`config.mk`:
```
export PLATFORM = sky130hd
export DESIGN_NAME = cbuf_port
export DESIGN_NICKNAME = d
export VERILOG_FILES = /design/src/rtl/cbuf_pkg.sv /design/src/rtl/cbuf_ctrl.sv /design/src/rtl/cbuf_datapath.sv /design/src/rtl/cbuf_port.sv
export SDC_FILE = /design/constraint.sdc
export NUM_CORES = 1
export LEC_CHECK = 0
export ABC_AREA = 1
export BUFFER_PORTS_ARGS = -buffer_cell sky130_fd_sc_hd__clkbuf_2
export CAP_MARGIN = 30
export CORE_UTILIZATION = 52
export DETAILED_ROUTE_END_ITERATION = 7
export GPL_ROUTABILITY_DRIVEN = 0
export HOLD_SLACK_MARGIN = 0.1
export PLACE_DENSITY = 0.92
export SLEW_MARGIN = 20
export SYNTH_ARGS = -nofsm -noshare
export SYNTH_HDL_FRONTEND = slang
export SYNTH_SLANG_ARGS = --single-unit
export TNS_END_PERCENT = 1
```
`constraint.sdc`:
```
create_clock -name clk -period 2.8 [get_ports clk]
set_input_delay 0.42 -clock clk [delete_from_list [all_inputs] [get_ports clk]]
set_output_delay 0.42 -clock clk [all_outputs]
set_load 0.005 [all_outputs]
```
`src/rtl/cbuf_pkg.sv`:
```
package cbuf_pkg;
  localparam logic [1:0] SEL_ADDR = 2'd0;
  localparam logic [1:0] SEL_CTRL = 2'd1;
  localparam logic [1:0] SEL_STAT = 2'd2;
  localparam logic [1:0] SEL_DATA = 2'd3;

  // bit positions other logic decodes
  localparam int EN_BIT   = 3;
  localparam int DIR_BIT  = 4;
  localparam int FRDY_BIT = 1;
  localparam int SRDY_BIT = 2;

  typedef enum logic [2:0] {
    ST_OFF,
    ST_FETCH,
    ST_HOLD,
    ST_IDLE,
    ST_STORE
  } cbufState_e;

  typedef struct packed {
    logic loadAddr;
    logic incAddr;
    logic loadFromMem;
    logic loadFromCpu;
  } cbufStrobe_t;
endpackage

```
`src/rtl/cbuf_ctrl.sv`:
```
module cbuf_ctrl
  import cbuf_pkg::*;
(
  input  logic        clk,
  input  logic        rstN,
  input  logic [1:0]  regSel,
  input  logic        regWr,
  input  logic        regRd,
  input  logic        wrEnBit,
  input  logic        wrDirBit,
  input  logic        memAck,
  output cbufStrobe_t strobe,
  output logic        enQ,
  output logic        dirQ,
  output logic        fetchRdy,
  output logic        storeRdy,
  output logic        memReq,
  output logic        memWe
);
  cbufState_e stateQ, stateD;
  logic ctrlWr, dataRd, dataWr;

  assign ctrlWr = regWr && (regSel == SEL_CTRL);
  assign dataRd = regRd && (regSel == SEL_DATA);
  assign dataWr = regWr && (regSel == SEL_DATA);

  assign fetchRdy = (stateQ == ST_HOLD);
  assign storeRdy = (stateQ == ST_IDLE);
  assign memReq   = (stateQ == ST_FETCH) || (stateQ == ST_STORE);
  assign memWe    = (stateQ == ST_STORE);

  always_comb begin
    stateD = stateQ;
    strobe = '0;
    strobe.loadAddr = regWr && (regSel == SEL_ADDR);
    if (ctrlWr) begin
      if (!wrEnBit)      stateD = ST_OFF;
      else if (wrDirBit) stateD = ST_IDLE;
      else               stateD = ST_FETCH;
    end else begin
      unique case (stateQ)
        ST_FETCH: if (memAck) begin
          stateD = ST_HOLD;
          strobe.loadFromMem = 1'b1;
        end
        ST_HOLD: if (dataRd) begin
          stateD = ST_FETCH;
          strobe.incAddr = 1'b1;
        end
        ST_IDLE: if (dataWr) begin
          stateD = ST_STORE;
          strobe.loadFromCpu = 1'b1;
        end
        ST_STORE: if (memAck) begin
          stateD = ST_IDLE;
          strobe.incAddr = 1'b1;
        end
        default: stateD = stateQ;
      endcase
    end
  end

  always_ff @(posedge clk) begin
    if (!rstN) begin
      stateQ <= ST_OFF;
      enQ    <= 1'b0;
      dirQ   <= 1'b0;
    end else begin
      stateQ <= stateD;
      if (ctrlWr) begin
        enQ  <= wrEnBit;
        dirQ <= wrDirBit;
      end
    end
  end
endmodule

```
`src/rtl/cbuf_datapath.sv`:
```
module cbuf_datapath
  import cbuf_pkg::*;
#(
  parameter int ADDR_W = 6,
  parameter int DATA_W = 8
) (
  input  logic              clk,
  input  logic              rstN,
  input  cbufStrobe_t       strobe,
  input  logic [1:0]        regSel,
  input  logic [DATA_W-1:0] regWdata,
  input  logic [DATA_W-1:0] memRdata,
  input  logic              enQ,
  input  logic              dirQ,
  input  logic              fetchRdy,
  input  logic              storeRdy,
  output logic [DATA_W-1:0] regRdata,
  output logic [ADDR_W-1:0] addrQ,
  output logic [DATA_W-1:0] dataQ
);
  always_ff @(posedge clk) begin
    if (!rstN) begin
      addrQ <= '0;
      dataQ <= '0;
    end else begin
      if (strobe.loadAddr)     addrQ <= regWdata[ADDR_W-1:0];
      else if (strobe.incAddr) addrQ <= addrQ + 1'b1;
      if (strobe.loadFromMem)      dataQ <= memRdata;
      else if (strobe.loadFromCpu) dataQ <= regWdata;
    end
  end

  always_comb begin
    regRdata = '0;
    unique case (regSel)
      SEL_ADDR: regRdata[ADDR_W-1:0] = addrQ;
      SEL_CTRL: begin
        regRdata[EN_BIT]  = enQ;
        regRdata[DIR_BIT] = dirQ;
      end
      SEL_STAT: begin
        regRdata[FRDY_BIT] = fetchRdy;
        regRdata[SRDY_BIT] = storeRdy;
      end
      default:  regRdata = dataQ;
    endcase
  end
endmodule

```
`src/rtl/cbuf_port.sv`:
```
module cbuf_port
  import cbuf_pkg::*;
#(
  parameter int ADDR_W = 6,
  parameter int DATA_W = 8
) (
  input  logic              clk,
  input  logic              rstN,
  input  logic [1:0]        regSel,
  input  logic              regWr,
  input  logic              regRd,
  input  logic [DATA_W-1:0] regWdata,
  output logic [DATA_W-1:0] regRdata,
  output logic              memReq,
  output logic              memWe,
  output logic [ADDR_W-1:0] memAddr,
  output logic [DATA_W-1:0] memWdata,
  input  logic [DATA_W-1:0] memRdata,
  input  logic              memAck
);
  cbufStrobe_t       strobe;
  logic              enQ, dirQ, fetchRdy, storeRdy;
  logic [ADDR_W-1:0] addrQ;
  logic [DATA_W-1:0] dataQ;

  cbuf_ctrl u_ctrl (
    .clk      (clk),
    .rstN     (rstN),
    .regSel   (regSel),
    .regWr    (regWr),
    .regRd    (regRd),
    .wrEnBit  (regWdata[EN_BIT]),
    .wrDirBit (regWdata[DIR_BIT]),
    .memAck   (memAck),
    .strobe   (strobe),
    .enQ      (enQ),
    .dirQ     (dirQ),
    .fetchRdy (fetchRdy),
    .storeRdy (storeRdy),
    .memReq   (memReq),
    .memWe    (memWe)
  );

  cbuf_datapath #(.ADDR_W(ADDR_W), .DATA_W(DATA_W)) u_dp (
    .clk      (clk),
    .rstN     (rstN),
    .strobe   (strobe),
    .regSel   (regSel),
    .regWdata (regWdata),
    .memRdata (memRdata),
    .enQ      (enQ),
    .dirQ     (dirQ),
    .fetchRdy (fetchRdy),
    .storeRdy (storeRdy),
    .regRdata (regRdata),
    .addrQ    (addrQ),
    .dataQ    (dataQ)
  );

  assign memAddr  = addrQ;
  assign memWdata = dataQ;
endmodule

```
* After elaboration in Yosys (flattened, before gate mapping) *
Cells that the tools add are included.

word-level totals
  output and inout port bits = 24
  word-level logic and storage cells = 53
  register bits = 19
  input bits = 23

cells by class
  equality and inequality tests = 11
  mux-type cells = 24
  reductions and logical operators = 12
  add/subtract/negate cells = 1

operators by type and width
  kind                   count
  $mux W3                7
  $mux W8                2
  $mux W6                2
  $pmux W2 S3            2
  $pmux W3 S4            1
  $add A6 B1 Y6 const B  1
  $eq A3 B2 Y1 const B   2
  $ne A3 B3 Y1 const B   2
  $pmux W1 S2            3
  $mux W1                5
  $reduce_and A5 Y1      1
  $reduce_bool A5 Y1     1
  $eq A2 B2 Y1 const B   2
  $logic_and A1 B1 Y1    4
  $mux W2                2
  $reduce_bool A2 Y1     2
  $eq A3 B1 Y1 const B   1
  $eq A3 B3 Y1 const B   1
  $ne A3 B1 Y1 const B   1
  $ne A3 B2 Y1 const B   1
  $reduce_or A3 Y1       1
  $eq A2 B1 Y1 const B   1
  $logic_not A2 Y1       1
  $reduce_or A2 Y1       1
  $logic_or A1 B1 Y1     1

* Logic depth before layout (Yosys ltp) *
Gate-level depths: netlist (run 1).

  depth in word-level cells = 7
  depth in mapped cells = 9

* By module *
Synthesis (run 1) repeated with hierarchy kept, for this count alone.

second synthesis, totals
  cells, all modules = 208
  area total of the unflattened synthesis = 1286.2 um2

by module, submodules not included
  module         area an instance (um2)  times used  sequential area each (um2)  cells an instance
  cbuf_datapath  888.4                   1           280.3                       138
  cbuf_ctrl      397.9                   1           100.1                       70

* Least setup slack after synthesis (run 1) *
Ideal clock, no wire load.

  path type = in2out
  start point = input port regSel[0]
  end point = output port regRdata[1]
  data required time = 2380 ps
  arrival time = 982 ps
  cell stages on the path = 5
  buffers on the path = 1
  path slack = 1398 ps
  cells stage by stage = buf_6 > nand2_1 > inv_1 > nand2_1 > o311ai_0

between the ends
  longest elaborated chain between the ends = 2
  elaborated cells on any way between the ends = 4
  classes of those cells = eq/ne (2); mux (1); reduce/logical (1)

ends and longest elaborated chain
  element                               line                 text
  from (decl)                           cbuf_port.sv:9       input logic [1:0] regSel,
  $eq A2 B2 Y1 (tied with other cells)  cbuf_datapath.sv:35  unique case (regSel)
  $pmux W2 S3 (*)                       cbuf_datapath.sv:35
  to (decl)                             cbuf_port.sv:13      output logic [DATA_W-1:0] regRdata,

Every way passes the cells marked *; elsewhere a longest branch is shown, timed or not.

* Worst setup path in the final report (run 1) *
  start point = register u_ctrl.stateQ[1]
  end point = output port regRdata[2]

between the ends
  longest elaborated chain between the ends = 2

ends and longest elaborated chain
  element                 line                 text
  from (decl)             cbuf_ctrl.sv:20      cbufState_e stateQ, stateD;
  from (signal assigned)  cbuf_ctrl.sv:69      stateQ <= stateD;
  $eq A3 B2 Y1            cbuf_ctrl.sv:28      assign storeRdy = (stateQ == ST_IDLE);
  $pmux W2 S3             cbuf_datapath.sv:35

Every way passes these cells.

==> impl_metrics.prom, run 1 <==
# TYPE chip_impl_metric gauge
chip_impl_info{name="status",value="finished clean"} 1
chip_impl_metric{name="yosys_warnings",unit=""} 0
chip_impl_metric{name="place.detailed.hpwl",unit="µm"} 2520
chip_impl_info{name="endpoint_kind",value="output port"} 1
chip_impl_metric{name="asyncSetResetFlopFracSynth",unit="%"} 0
chip_impl_info{name="critPathCapture",value="regRdata[2]"} 1
chip_impl_metric{name="place.port_buffers",unit=""} 46
chip_impl_info{name="clock-root-buffer",value="sky130_fd_sc_hd__clkbuf_4"} 1
chip_impl_metric{name="cts_setup_buffers",unit=""} 0
chip_impl_metric{name="numPlacedInstances",unit=""} 268
chip_impl_metric{name="postRouteAntennaNets",unit=""} 0
chip_impl_metric{name="tritoncts_num_sinks",unit=""} 19
chip_impl_metric{name="num_antenna_cells",unit=""} 0
chip_impl_metric{name="mappedNetlistArea",unit="mm²"} 0.00126
chip_impl_metric{name="cts_resized",unit=""} 0
chip_impl_metric{name="num_vias",unit=""} 1463
chip_impl_metric{name="post_layout_nonfiller_instances",unit=""} 272
chip_impl_metric{name="setup_violations",unit=""} 0
chip_impl_metric{name="detail_route.drc_violations",unit=""} 0
chip_impl_metric{name="slowest_delay",unit="ns"} 0.48
chip_impl_metric{name="drt_pass1_iterations",unit=""} 4
chip_impl_metric{name="grt_start_max_net_pins",unit=""} 19
chip_impl_metric{name="timing.critical_path.required",unit="ns"} 2.38
chip_impl_metric{name="initial_utilization",unit="%"} 55.9
chip_impl_info{name="worst_setup_path_startpoint",value="u_ctrl.stateQ[1]$_SDFFE_PN0P_"} 1
chip_impl_metric{name="worst_slew_pin_slew",unit="ns"} 0.370
chip_impl_metric{name="max-cap-violations",unit=""} 0
chip_impl_metric{name="post_synth.cell_area_avg",unit="µm²"} 6.33
chip_impl_metric{name="wirelength",unit="µm"} 3250
chip_impl_metric{name="final_net_count",unit=""} 269
chip_impl_info{name="cts_tree",value="done"} 1
chip_impl_metric{name="grt_first_pass_wirelength",unit="µm"} 5370
chip_impl_metric{name="synthToLayoutAreaGrowth",unit="%"} 20.3
chip_impl_metric{name="final_hold_viol_count",unit=""} 0
chip_impl_metric{name="die-area",unit="mm²"} 0.00262
chip_impl_metric{name="max_clock_freq",unit="MHz"} 509
chip_impl_info{name="holdCritPathClass",value="in -> reg"} 1
chip_impl_metric{name="rows",unit=""} 17
chip_impl_info{name="worstSetupPathType",value="reg -> out"} 1
chip_impl_metric{name="stdcell_area",unit="mm²"} 0.00152
chip_impl_metric{name="slew-limit-headroom",unit="%"} 75.0
chip_impl_info{name="critPathSlowestCell",value="sky130_fd_sc_hd__dfxtp_1"} 1
chip_impl_metric{name="wl_per_cell",unit="µm"} 11.9
chip_impl_metric{name="post_route_cells_drive_above_1_share",unit="%"} 26.6
chip_impl_info{name="synth_ff_type",value="sky130_fd_sc_hd__dfxtp_1"} 1
chip_impl_metric{name="reg2regPathDepth",unit=""} 5
chip_impl_metric{name="synth_seq_area_share",unit="%"} 30.2
chip_impl_metric{name="grt_overflow",unit=""} 0
chip_impl_metric{name="max-clock-path-buffers",unit=""} 2
chip_impl_info{name="critical_path_launch_point_type",value="flip-flop"} 1
chip_impl_metric{name="track_usage",unit="%"} 27.1
chip_impl_metric{name="first_global_vias",unit=""} 1199
chip_impl_metric{name="postSynthRegisterBits",unit=""} 19
chip_impl_metric{name="die_width",unit="µm"} 51.2
chip_impl_metric{name="reg2reg_setup_slack",unit="ns"} 1.37
chip_impl_metric{name="power.static_leakage",unit="nW"} 0.700
chip_impl_info{name="regToRegEndpoint",value="u_dp.dataQ[2]$_SDFFE_PN0P_"} 1
chip_impl_info{name="setup_repair_after_global_routing_missed_its_margin",value="no"} 1
chip_impl_metric{name="dr.first_iter.drc_count",unit=""} 55
chip_impl_metric{name="ys_types",unit=""} 25
chip_impl_metric{name="number_of_enable_type_register_cells_in_the_synthesized_netlist",unit=""} 0
chip_impl_metric{name="post_synth_net_total",unit=""} 223
chip_impl_metric{name="fin_worst_skew",unit="ns"} 0.00133
chip_impl_metric{name="period_needed",unit="ns"} 1.97
chip_impl_metric{name="power-per-cell-area",unit="mW/mm²"} 409
chip_impl_metric{name="maxSlewViolCount",unit=""} 0
chip_impl_metric{name="cp_max_fo",unit=""} 8
chip_impl_metric{name="cp_data_arrival_time",unit="ns"} 1.55
chip_impl_metric{name="avgViaCountPerCell",unit=""} 5.38
chip_impl_metric{name="cts.hold.buffers_added",unit=""} 0
chip_impl_metric{name="initial_antenna_violation_count",unit=""} 0
chip_impl_metric{name="clock_insertion_delay_worst_skew",unit="ns"} 0.30
chip_impl_metric{name="irDropWorstVdd",unit="mV"} 0.350
chip_impl_metric{name="die_h",unit="µm"} 51.2
chip_impl_metric{name="final.setup.tns",unit="ns"} 0
chip_impl_metric{name="syn_inst",unit=""} 199
chip_impl_metric{name="clk_transition_reported_paths",unit="ns"} 0.11
chip_impl_metric{name="numCtsBuffers",unit=""} 3
chip_impl_metric{name="ioPinCount",unit=""} 47
chip_impl_metric{name="final.period_utilization",unit="%"} 70.2
chip_impl_metric{name="htree_levels",unit=""} 1
chip_impl_metric{name="area_of_placed_instances",unit="mm²"} 0.00149
chip_impl_metric{name="core-area",unit="mm²"} 0.00225
chip_impl_info{name="critical_path.reg2reg.startpoint",value="u_ctrl.stateQ[0]$_SDFFE_PN0P_"} 1
chip_impl_info{name="critical_path.cell_chain",value="nand3_1 > o311ai_0 > clkbuf_2"} 1
[cell usage after synthesis, drive strengths merged (2+ instances only)]
master | count | area share [%]
o21ai | 23 | 9.1
a21oi | 5 | 2.0
a31oi | 8 | 4.0
buf | 5 | 3.0
nor2 | 31 | 11
inv | 23 | 6.9
dfxtp | 19 | 30
o311ai | 3 | 2.1
xor2 | 2 | 1.4
nand2 | 54 | 16
nand3 | 20 | 10
[kinds of logic (layout without fill, tap and decap cells)]
| family | count (synthesis) | in the layout | synth area share, % |
|---|---|---|---|
| flip-flops | 19 | 19 | 30.2 |
| AND/OR/NAND/NOR | 108 | 108 | 39.2 |
| buffers and inverters | 28 | 73 | 9.83 |
| AO/OA/AOI/OAI | 41 | 41 | 18.4 |
| adder cells (fa/ha/maj) | 1 | 1 | 0.993 |
| XOR/XNOR | 2 | 2 | 1.39 |
[sequential cells by signal, indices dropped and copies added (netlist names)]
register and count:
u_ctrl.stateQ 3, u_ctrl.dirQ 1, u_dp.addrQ 6, u_dp.dataQ 8, u_ctrl.enQ 1
[routing by layer]
layer  global-route usage, %  up-vias  wire, µm
li1                        -      744         -
met5                       0        -         0
met2                    45.0       55      1600
met3                    5.06        6       159
met1                    36.1      658      1470
met4                    6.76        0        17
[final cells by class]
type | instances | area [µm²]
multi-input combinational | 152 | 756
fill | 213 | 739
sequential | 19 | 380
timing repair buffer | 46 | 230
inverter | 23 | 86.3
tap | 28 | 35.0
clock buffer | 3 | 22.5
clock inverter | 1 | 5.00
[per-stage QoR]
step | power (mW) | setup WS, ns | utilization [%] | hold slack, ns
global route | 0.664 | 0.679 | 67.2 | 0.323
CTS | 0.616 | 0.846 | 67.2 | 0.348
floorplan | 0.425 | 1.40 | - | 0.441
global placement | 0.476 | 1.08 | 66.0 | 0.468
finish | 0.620 | 0.835 | 67.2 | 0.345
detailed placement | 0.479 | 1.04 | 66.0 | 0.476
[how the worst min path moves through the flow]
stage / startpoint / end / cells after the start
after floorplan: u_ctrl.enQ$_SDFFE_PN0P_ / u_ctrl.enQ$_SDFFE_PN0P_ / 2
after global placement: u_ctrl.enQ$_SDFFE_PN0P_ / u_ctrl.enQ$_SDFFE_PN0P_ / 2
after detailed placement: u_ctrl.enQ$_SDFFE_PN0P_ / u_ctrl.enQ$_SDFFE_PN0P_ / 2
after CTS: regWdata[7] / u_dp.dataQ[7]$_SDFFE_PN0P_ / 3
after global routing: regWdata[6] / u_dp.dataQ[6]$_SDFFE_PN0P_ / 3
final: regWdata[7] / u_dp.dataQ[7]$_SDFFE_PN0P_ / 3
[critical path: cells and delay by family, from the launching register on]
family	cells	cell delay [ns]
AND/OR/NAND/NOR	1	0.24
buffers and inverters	1	0.18
flip-flops	1	0.48
AO/OA/AOI/OAI	1	0.34
[cell usage in the layout, fill, tap and decap left out, types with 2 or more instances in the layout]
master                     netlist  final
sky130_fd_sc_hd__a21oi_1         5      5
sky130_fd_sc_hd__a31oi_1         8      8
sky130_fd_sc_hd__clkbuf_2        0     46
sky130_fd_sc_hd__clkbuf_4        0      3
sky130_fd_sc_hd__dfxtp_1        19     19
sky130_fd_sc_hd__inv_1          17     17
sky130_fd_sc_hd__inv_2           6      6
sky130_fd_sc_hd__nand2_1        53     53
sky130_fd_sc_hd__nand3_1        17     17
sky130_fd_sc_hd__nand3_4         2      2
sky130_fd_sc_hd__nor2_1         27     27
sky130_fd_sc_hd__nor2_4          3      3
sky130_fd_sc_hd__o21ai_0        22     22
sky130_fd_sc_hd__o311ai_0        3      3
sky130_fd_sc_hd__xor2_1          2      2
[report_power, final]
part	switching (mW)	total, mW	internal, mW	leakage [nW]
logic	0.0977	0.164	0.0664	0.528
registers	0.0241	0.312	0.288	0.155
clock network	0.0898	0.143	0.0534	0.0177
(Power assumes the default switching activity.)
==> inputs of run 2 (changes only) <==
Settings changed: CORE_UTILIZATION 52 to 48, PLACE_DENSITY 0.92 to 0.86.
Clock period 2.8 ns to 1.95 ns, I/O delays scaled along.
==> impl_metrics.prom, run 2 (synthesized netlist as in run 1, its figures left out) <==
# TYPE chip_impl_metric gauge
chip_impl_metric{name="cp_max_fo",unit=""} 8
chip_impl_metric{name="grt_start_max_net_pins",unit=""} 19
chip_impl_info{name="status",value="finished clean"} 1
chip_impl_metric{name="final.setup.tns",unit="ns"} 0
chip_impl_metric{name="core-area",unit="mm²"} 0.00248
chip_impl_metric{name="total_power",unit="mW"} 0.888
chip_impl_metric{name="final_core_utilization",unit="%"} 61.3
chip_impl_metric{name="numCtsBuffers",unit=""} 3
chip_impl_metric{name="place.port_buffers",unit=""} 46
chip_impl_metric{name="wirelength",unit="µm"} 3240
chip_impl_metric{name="grt_first_pass_wirelength",unit="µm"} 5290
chip_impl_metric{name="num_vias",unit=""} 1448
chip_impl_metric{name="final_hold_viol_count",unit=""} 0
chip_impl_metric{name="setup_violations",unit=""} 0
chip_impl_metric{name="cp_data_arrival_time",unit="ns"} 1.59
chip_impl_metric{name="initial_utilization",unit="%"} 50.9
chip_impl_metric{name="timing.critical_path.required",unit="ns"} 1.66
chip_impl_metric{name="tritoncts_num_sinks",unit=""} 19
chip_impl_info{name="top_regs",value="u_dp.dataQ: 8 flops, u_dp.addrQ: 6 flops, u_ctrl.stateQ: 3 flops"} 1
chip_impl_metric{name="irDropWorstVdd",unit="mV"} 0.474
chip_impl_metric{name="post_route_cells_drive_above_1_share",unit="%"} 26.6
chip_impl_metric{name="power.static_leakage",unit="nW"} 0.701
chip_impl_info{name="clock-root-buffer",value="sky130_fd_sc_hd__clkbuf_4"} 1
chip_impl_metric{name="place.detailed.hpwl",unit="µm"} 2480
chip_impl_info{name="critical_path_launch_point_type",value="flip-flop"} 1
chip_impl_metric{name="fin_worst_skew",unit="ns"} 0.00722
chip_impl_metric{name="clock_insertion_delay_worst_skew",unit="ns"} 0.30
chip_impl_metric{name="num_antenna_cells",unit=""} 0
chip_impl_metric{name="max-cap-violations",unit=""} 0
chip_impl_metric{name="initial_antenna_violation_count",unit=""} 0
chip_impl_metric{name="die_width",unit="µm"} 53.2
chip_impl_metric{name="final.period_utilization",unit="%"} 96.7
chip_impl_info{name="worstSetupPathType",value="reg -> out"} 1
chip_impl_metric{name="max_clock_freq",unit="MHz"} 530
chip_impl_metric{name="max-clock-path-buffers",unit=""} 2
chip_impl_metric{name="grt_overflow",unit=""} 0
chip_impl_metric{name="rows",unit=""} 18
chip_impl_metric{name="maxSlewViolCount",unit=""} 0
chip_impl_info{name="regMostFlops",value="u_dp.dataQ"} 1
chip_impl_metric{name="detail_route.drc_violations",unit=""} 0
chip_impl_metric{name="wl_per_cell",unit="µm"} 11.8
chip_impl_metric{name="period_needed",unit="ns"} 1.89
chip_impl_metric{name="die-area",unit="mm²"} 0.00283
chip_impl_metric{name="hold_ws",unit="ns"} 0.219
chip_impl_metric{name="worst_slew_pin_slew",unit="ns"} 0.382
chip_impl_metric{name="final_net_count",unit=""} 269
chip_impl_metric{name="clk_transition_reported_paths",unit="ns"} 0.11
chip_impl_metric{name="slew-limit-headroom",unit="%"} 74.2
chip_impl_info{name="endpoint_kind",value="output port"} 1
chip_impl_metric{name="first_global_vias",unit=""} 1211
chip_impl_metric{name="largest_reg_flops",unit=""} 8
chip_impl_info{name="layout_common_cells",value="sky130_fd_sc_hd__nand2_1 (53), sky130_fd_sc_hd__clkbuf_2 (46), sky130_fd_sc_hd__nor2_1 (27)"} 1
chip_impl_metric{name="power-per-cell-area",unit="mW/mm²"} 585
chip_impl_info{name="cts_tree",value="done"} 1
chip_impl_info{name="setup_repair_after_global_routing_missed_its_margin",value="no"} 1
chip_impl_metric{name="die_h",unit="µm"} 53.2
chip_impl_metric{name="htree_levels",unit=""} 1
chip_impl_info{name="holdCritPathClass",value="in -> reg"} 1
chip_impl_metric{name="ioPinCount",unit=""} 47
chip_impl_info{name="most_common_cell_after_layout_fill_and_taps_aside",value="sky130_fd_sc_hd__nand2_1"} 1
chip_impl_metric{name="cts.hold.buffers_added",unit=""} 0
chip_impl_metric{name="track_usage",unit="%"} 25.8
chip_impl_metric{name="drt_pass1_iterations",unit=""} 4
chip_impl_metric{name="synthToLayoutAreaGrowth",unit="%"} 20.5
chip_impl_metric{name="dr.first_iter.drc_count",unit=""} 61
chip_impl_metric{name="postRouteAntennaNets",unit=""} 0
chip_impl_metric{name="avgViaCountPerCell",unit=""} 5.28
run 2: power by group:
group	switching [mW]	total [mW]	internal, mW
clock	0.126	0.203	0.0765
combinational	0.143	0.239	0.0958
sequential	0.0321	0.446	0.414
run 2: path summary, 6_finish.rpt:
check / start / endpoint / slack, ns / cells after the start
setup / recovery: u_ctrl.stateQ[1]$_SDFFE_PN0P_ / regRdata[2] / 0.06 / 3
hold / removal: regWdata[7] / u_dp.dataQ[7]$_SDFFE_PN0P_ / 0.22 / 3
setup reg to reg: u_ctrl.stateQ[1]$_SDFFE_PN0P_ / u_dp.dataQ[6]$_SDFFE_PN0P_ / 0.51 / 5
hold reg to reg: u_ctrl.enQ$_SDFFE_PN0P_ / u_ctrl.enQ$_SDFFE_PN0P_ / 0.48 / 2
run 2: final cells by class:
cell class                 instances  area (µm²)
sequential                        19         380
clock inverter                     1        5.00
fill                             261         960
inverter                          23        86.3
timing repair buffer              46         230
multi-input combinational        152         756
clock buffer                       3        22.5
tap                               30        37.5
run 2: what timing repair did:
item                                    4_1_cts  5_1_grt
resized for setup                             0        1
buffers inserted                              0        0
endpoints found under the setup margin        0        1
run 2: stage by stage:
stage / std cells / setup WS, ns / cell area (µm²)
after floorplan: 199 / 0.681 / 1260
after global placement: 270 / 0.449 / 1490
after detailed placement: 270 / 0.428 / 1490
after CTS: 274 / 0.0958 / 1520
after global routing: 274 / 0.00575 / 1520
final: 274 / 0.0642 / 1520
run 2: critical path: stages, from the launching register on:
cell,delay [ns]
sky130_fd_sc_hd__dfxtp_1,0.47
sky130_fd_sc_hd__nand3_1,0.26
sky130_fd_sc_hd__o311ai_0,0.38
sky130_fd_sc_hd__clkbuf_2,0.18
run 2: per-layer routing:
layer | share of wire (%) | vias up | GRT usage, %
met1 | 46 | 629 | 36.6
met4 | 2.8 | 0 | 11.4
met3 | 5.9 | 11 | 4.31
li1 | - | 749 | -
met5 | 0 | - | 0
met2 | 45 | 59 | 37.7
==> inputs of run 3 (changes only) <==
Settings changed: BUFFER_PORTS_ARGS -buffer_cell sky130_fd_sc_hd__clkbuf_2 to -buffer_cell sky130_fd_sc_hd__buf_2, SKIP_LAST_GASP from default to 1.
==> impl_metrics.prom, run 3 (synthesized netlist as in run 1, its figures left out) <==
# TYPE chip_impl_metric gauge
chip_impl_info{name="status",value="finished clean"} 1
chip_impl_metric{name="wl_met1",unit="µm"} 1510
chip_impl_metric{name="post_route_cells_drive_above_1_share",unit="%"} 26.6
chip_impl_metric{name="numPlacedInstances",unit=""} 270
chip_impl_info{name="worst_hold_path.endpoint",value="u_dp.dataQ[7]$_SDFFE_PN0P_"} 1
chip_impl_metric{name="setup_violations",unit=""} 0
chip_impl_metric{name="die_h",unit="µm"} 53.2
chip_impl_metric{name="num_vias",unit=""} 1435
chip_impl_metric{name="total_power",unit="mW"} 0.896
chip_impl_metric{name="rows",unit=""} 18
chip_impl_info{name="critical_path.cell_chain",value="nand3_1 > o311ai_1 > buf_2"} 1
chip_impl_info{name="most_common_cell_after_layout_fill_and_taps_aside",value="sky130_fd_sc_hd__nand2_1"} 1
chip_impl_metric{name="cp_max_fo",unit=""} 8
chip_impl_metric{name="core-area",unit="mm²"} 0.00248
chip_impl_info{name="topRoutingLayerUsed",value="met4"} 1
chip_impl_metric{name="avgViaCountPerCell",unit=""} 5.24
chip_impl_info{name="cts_tree",value="done"} 1
chip_impl_metric{name="num_antenna_cells",unit=""} 0
chip_impl_metric{name="postRouteAntennaNets",unit=""} 0
chip_impl_metric{name="max-clock-path-buffers",unit=""} 2
chip_impl_metric{name="stdcell_area",unit="mm²"} 0.00152
chip_impl_info{name="critical_path_launch_point_type",value="flip-flop"} 1
chip_impl_metric{name="final.setup.tns",unit="ns"} 0
chip_impl_metric{name="cp_data_arrival_time",unit="ns"} 1.55
chip_impl_metric{name="detail_route.drc_violations",unit=""} 0
chip_impl_metric{name="final_net_count",unit=""} 269
chip_impl_metric{name="grt_start_max_net_pins",unit=""} 19
chip_impl_info{name="endpoint_kind",value="output port"} 1
chip_impl_info{name="setup_repair_after_global_routing_missed_its_margin",value="no"} 1
chip_impl_metric{name="period_needed",unit="ns"} 1.84
chip_impl_metric{name="clock_insertion_delay_worst_skew",unit="ns"} 0.32
chip_impl_metric{name="first_global_vias",unit=""} 1205
chip_impl_metric{name="cts_setup_buffers",unit=""} 0
chip_impl_metric{name="reg2regPathDepth",unit=""} 5
chip_impl_metric{name="cts.hold.buffers_added",unit=""} 0
chip_impl_metric{name="power.static_leakage",unit="nW"} 0.717
chip_impl_metric{name="tritoncts_num_sinks",unit=""} 19
chip_impl_metric{name="preCtsSetupSlack",unit="ns"} 0.449
chip_impl_metric{name="numCtsBuffers",unit=""} 3
chip_impl_metric{name="track_usage",unit="%"} 25.6
chip_impl_info{name="critical_path.reg2reg.startpoint",value="u_ctrl.stateQ[1]$_SDFFE_PN0P_"} 1
chip_impl_metric{name="drt_pass1_iterations",unit=""} 5
chip_impl_info{name="holdCritPathClass",value="in -> reg"} 1
chip_impl_metric{name="fin_worst_skew",unit="ns"} 0.0106
chip_impl_metric{name="ioPinCount",unit=""} 47
chip_impl_metric{name="max_clock_freq",unit="MHz"} 544
chip_impl_metric{name="clk_transition_reported_paths",unit="ns"} 0.12
chip_impl_metric{name="final.period_utilization",unit="%"} 94.2
chip_impl_metric{name="initial_utilization",unit="%"} 50.9
chip_impl_metric{name="die-area",unit="mm²"} 0.00283
chip_impl_metric{name="timing.critical_path.required",unit="ns"} 1.66
chip_impl_metric{name="max-cap-violations",unit=""} 0
chip_impl_metric{name="die_width",unit="µm"} 53.2
chip_impl_metric{name="timing.hold.worst_path_depth",unit=""} 3
chip_impl_info{name="worstSetupPathType",value="reg -> out"} 1
chip_impl_info{name="hold_path_startpoint",value="regWdata[7]"} 1
chip_impl_metric{name="grt_overflow",unit=""} 0
chip_impl_info{name="layout_common_cells",value="sky130_fd_sc_hd__nand2_1 (53), sky130_fd_sc_hd__buf_2 (46), sky130_fd_sc_hd__nor2_1 (27)"} 1
chip_impl_metric{name="slew-limit-headroom",unit="%"} 73.8
chip_impl_metric{name="power-per-cell-area",unit="mW/mm²"} 590
chip_impl_metric{name="post_layout_nonfiller_instances",unit=""} 274
chip_impl_metric{name="final_hold_viol_count",unit=""} 0
chip_impl_metric{name="worst_slew_pin_slew",unit="ns"} 0.388
chip_impl_metric{name="irDropWorstVdd",unit="mV"} 0.457
chip_impl_metric{name="dr.first_iter.drc_count",unit=""} 53
chip_impl_metric{name="place.detailed.hpwl",unit="µm"} 2500
chip_impl_info{name="regMostFlops",value="u_dp.dataQ"} 1
chip_impl_info{name="critPathSlowestCell",value="sky130_fd_sc_hd__dfxtp_1"} 1
chip_impl_metric{name="grt_first_pass_wirelength",unit="µm"} 5210
chip_impl_metric{name="area_of_placed_instances",unit="mm²"} 0.00149
chip_impl_info{name="regToRegEndpoint",value="u_dp.dataQ[6]$_SDFFE_PN0P_"} 1
chip_impl_metric{name="met2RoutedLength",unit="µm"} 1540
chip_impl_metric{name="met3WireLength",unit="µm"} 185
chip_impl_metric{name="maxSlewViolCount",unit=""} 0
chip_impl_metric{name="largest_reg_flops",unit=""} 8
chip_impl_info{name="top_regs",value="u_dp.dataQ: 8 flops, u_dp.addrQ: 6 flops, u_ctrl.stateQ: 3 flops"} 1
chip_impl_info{name="clock-root-buffer",value="sky130_fd_sc_hd__clkbuf_4"} 1
chip_impl_metric{name="layout_setup_ws",unit="ns"} 0.112
chip_impl_metric{name="wirelength",unit="µm"} 3290
chip_impl_metric{name="wl_per_cell",unit="µm"} 12.0
chip_impl_metric{name="place.port_buffers",unit=""} 46
chip_impl_metric{name="htree_levels",unit=""} 1
chip_impl_metric{name="reg2reg_setup_slack",unit="ns"} 0.46
chip_impl_metric{name="initial_antenna_violation_count",unit=""} 0
chip_impl_metric{name="slowest_delay",unit="ns"} 0.47
chip_impl_metric{name="synthToLayoutAreaGrowth",unit="%"} 20.5
## run 3: what timing repair did
item	CTS	global route
endpoints found under the setup margin	0	1
gates resized for setup	0	1
endpoints found under the hold margin	0	0
## run 3: layout make-up
type	instances	area, µm²
fillers	243	960
multi-input cells	152	756
flip-flops and latches	19	380
repair buffers	46	230
inverters	23	86.3
well taps	30	37.5
clock buffers	3	22.5
clock inverters	1	5.00
## run 3: how the worst max path moves through the flow
stage                                        startpoint     endpoint  slack [ns]  cells after the start
final                     u_ctrl.stateQ[1]$_SDFFE_PN0P_  regRdata[2]        0.11                      3
after floorplan           u_ctrl.stateQ[1]$_SDFFE_PN0P_  regRdata[2]        0.68                      3
after CTS                 u_ctrl.stateQ[1]$_SDFFE_PN0P_  regRdata[2]        0.06                      3
after global routing      u_ctrl.stateQ[1]$_SDFFE_PN0P_  regRdata[2]        0.04                      3
after global placement    u_ctrl.stateQ[1]$_SDFFE_PN0P_  regRdata[2]        0.46                      3
after detailed placement  u_ctrl.stateQ[1]$_SDFFE_PN0P_  regRdata[2]        0.45                      3
## run 3: worst max-delay path, delay by kind of cell, from the launching register on
kind	cells	cell delay [ns]
buf+inv	1	0.17
simple gates	1	0.25
flops	1	0.47
compound gates	1	0.33
## run 3: power by group
part	total (mW)	switching, mW	internal [mW]
Clock	0.213	0.136	0.0769
Combinational	0.238	0.142	0.0959
Sequential	0.445	0.0311	0.414
Total	0.896	0.309	0.587
## run 3: metrics by stage
step | util, % | hold slack, ns
finish | 61.3 | 0.220
global route | 61.3 | 0.245
CTS | 61.3 | 0.225
detailed placement | 60.2 | 0.469
global placement | 60.2 | 0.469
floorplan | - | 0.431
## run 3: routing by layer
layer | track usage, % | up-vias
met2 | 41.7 | 54
met3 | 2.30 | 5
met1 | 34.1 | 629
met4 | 10.5 | 0
met5 | 0 | -
li1 | - | 747
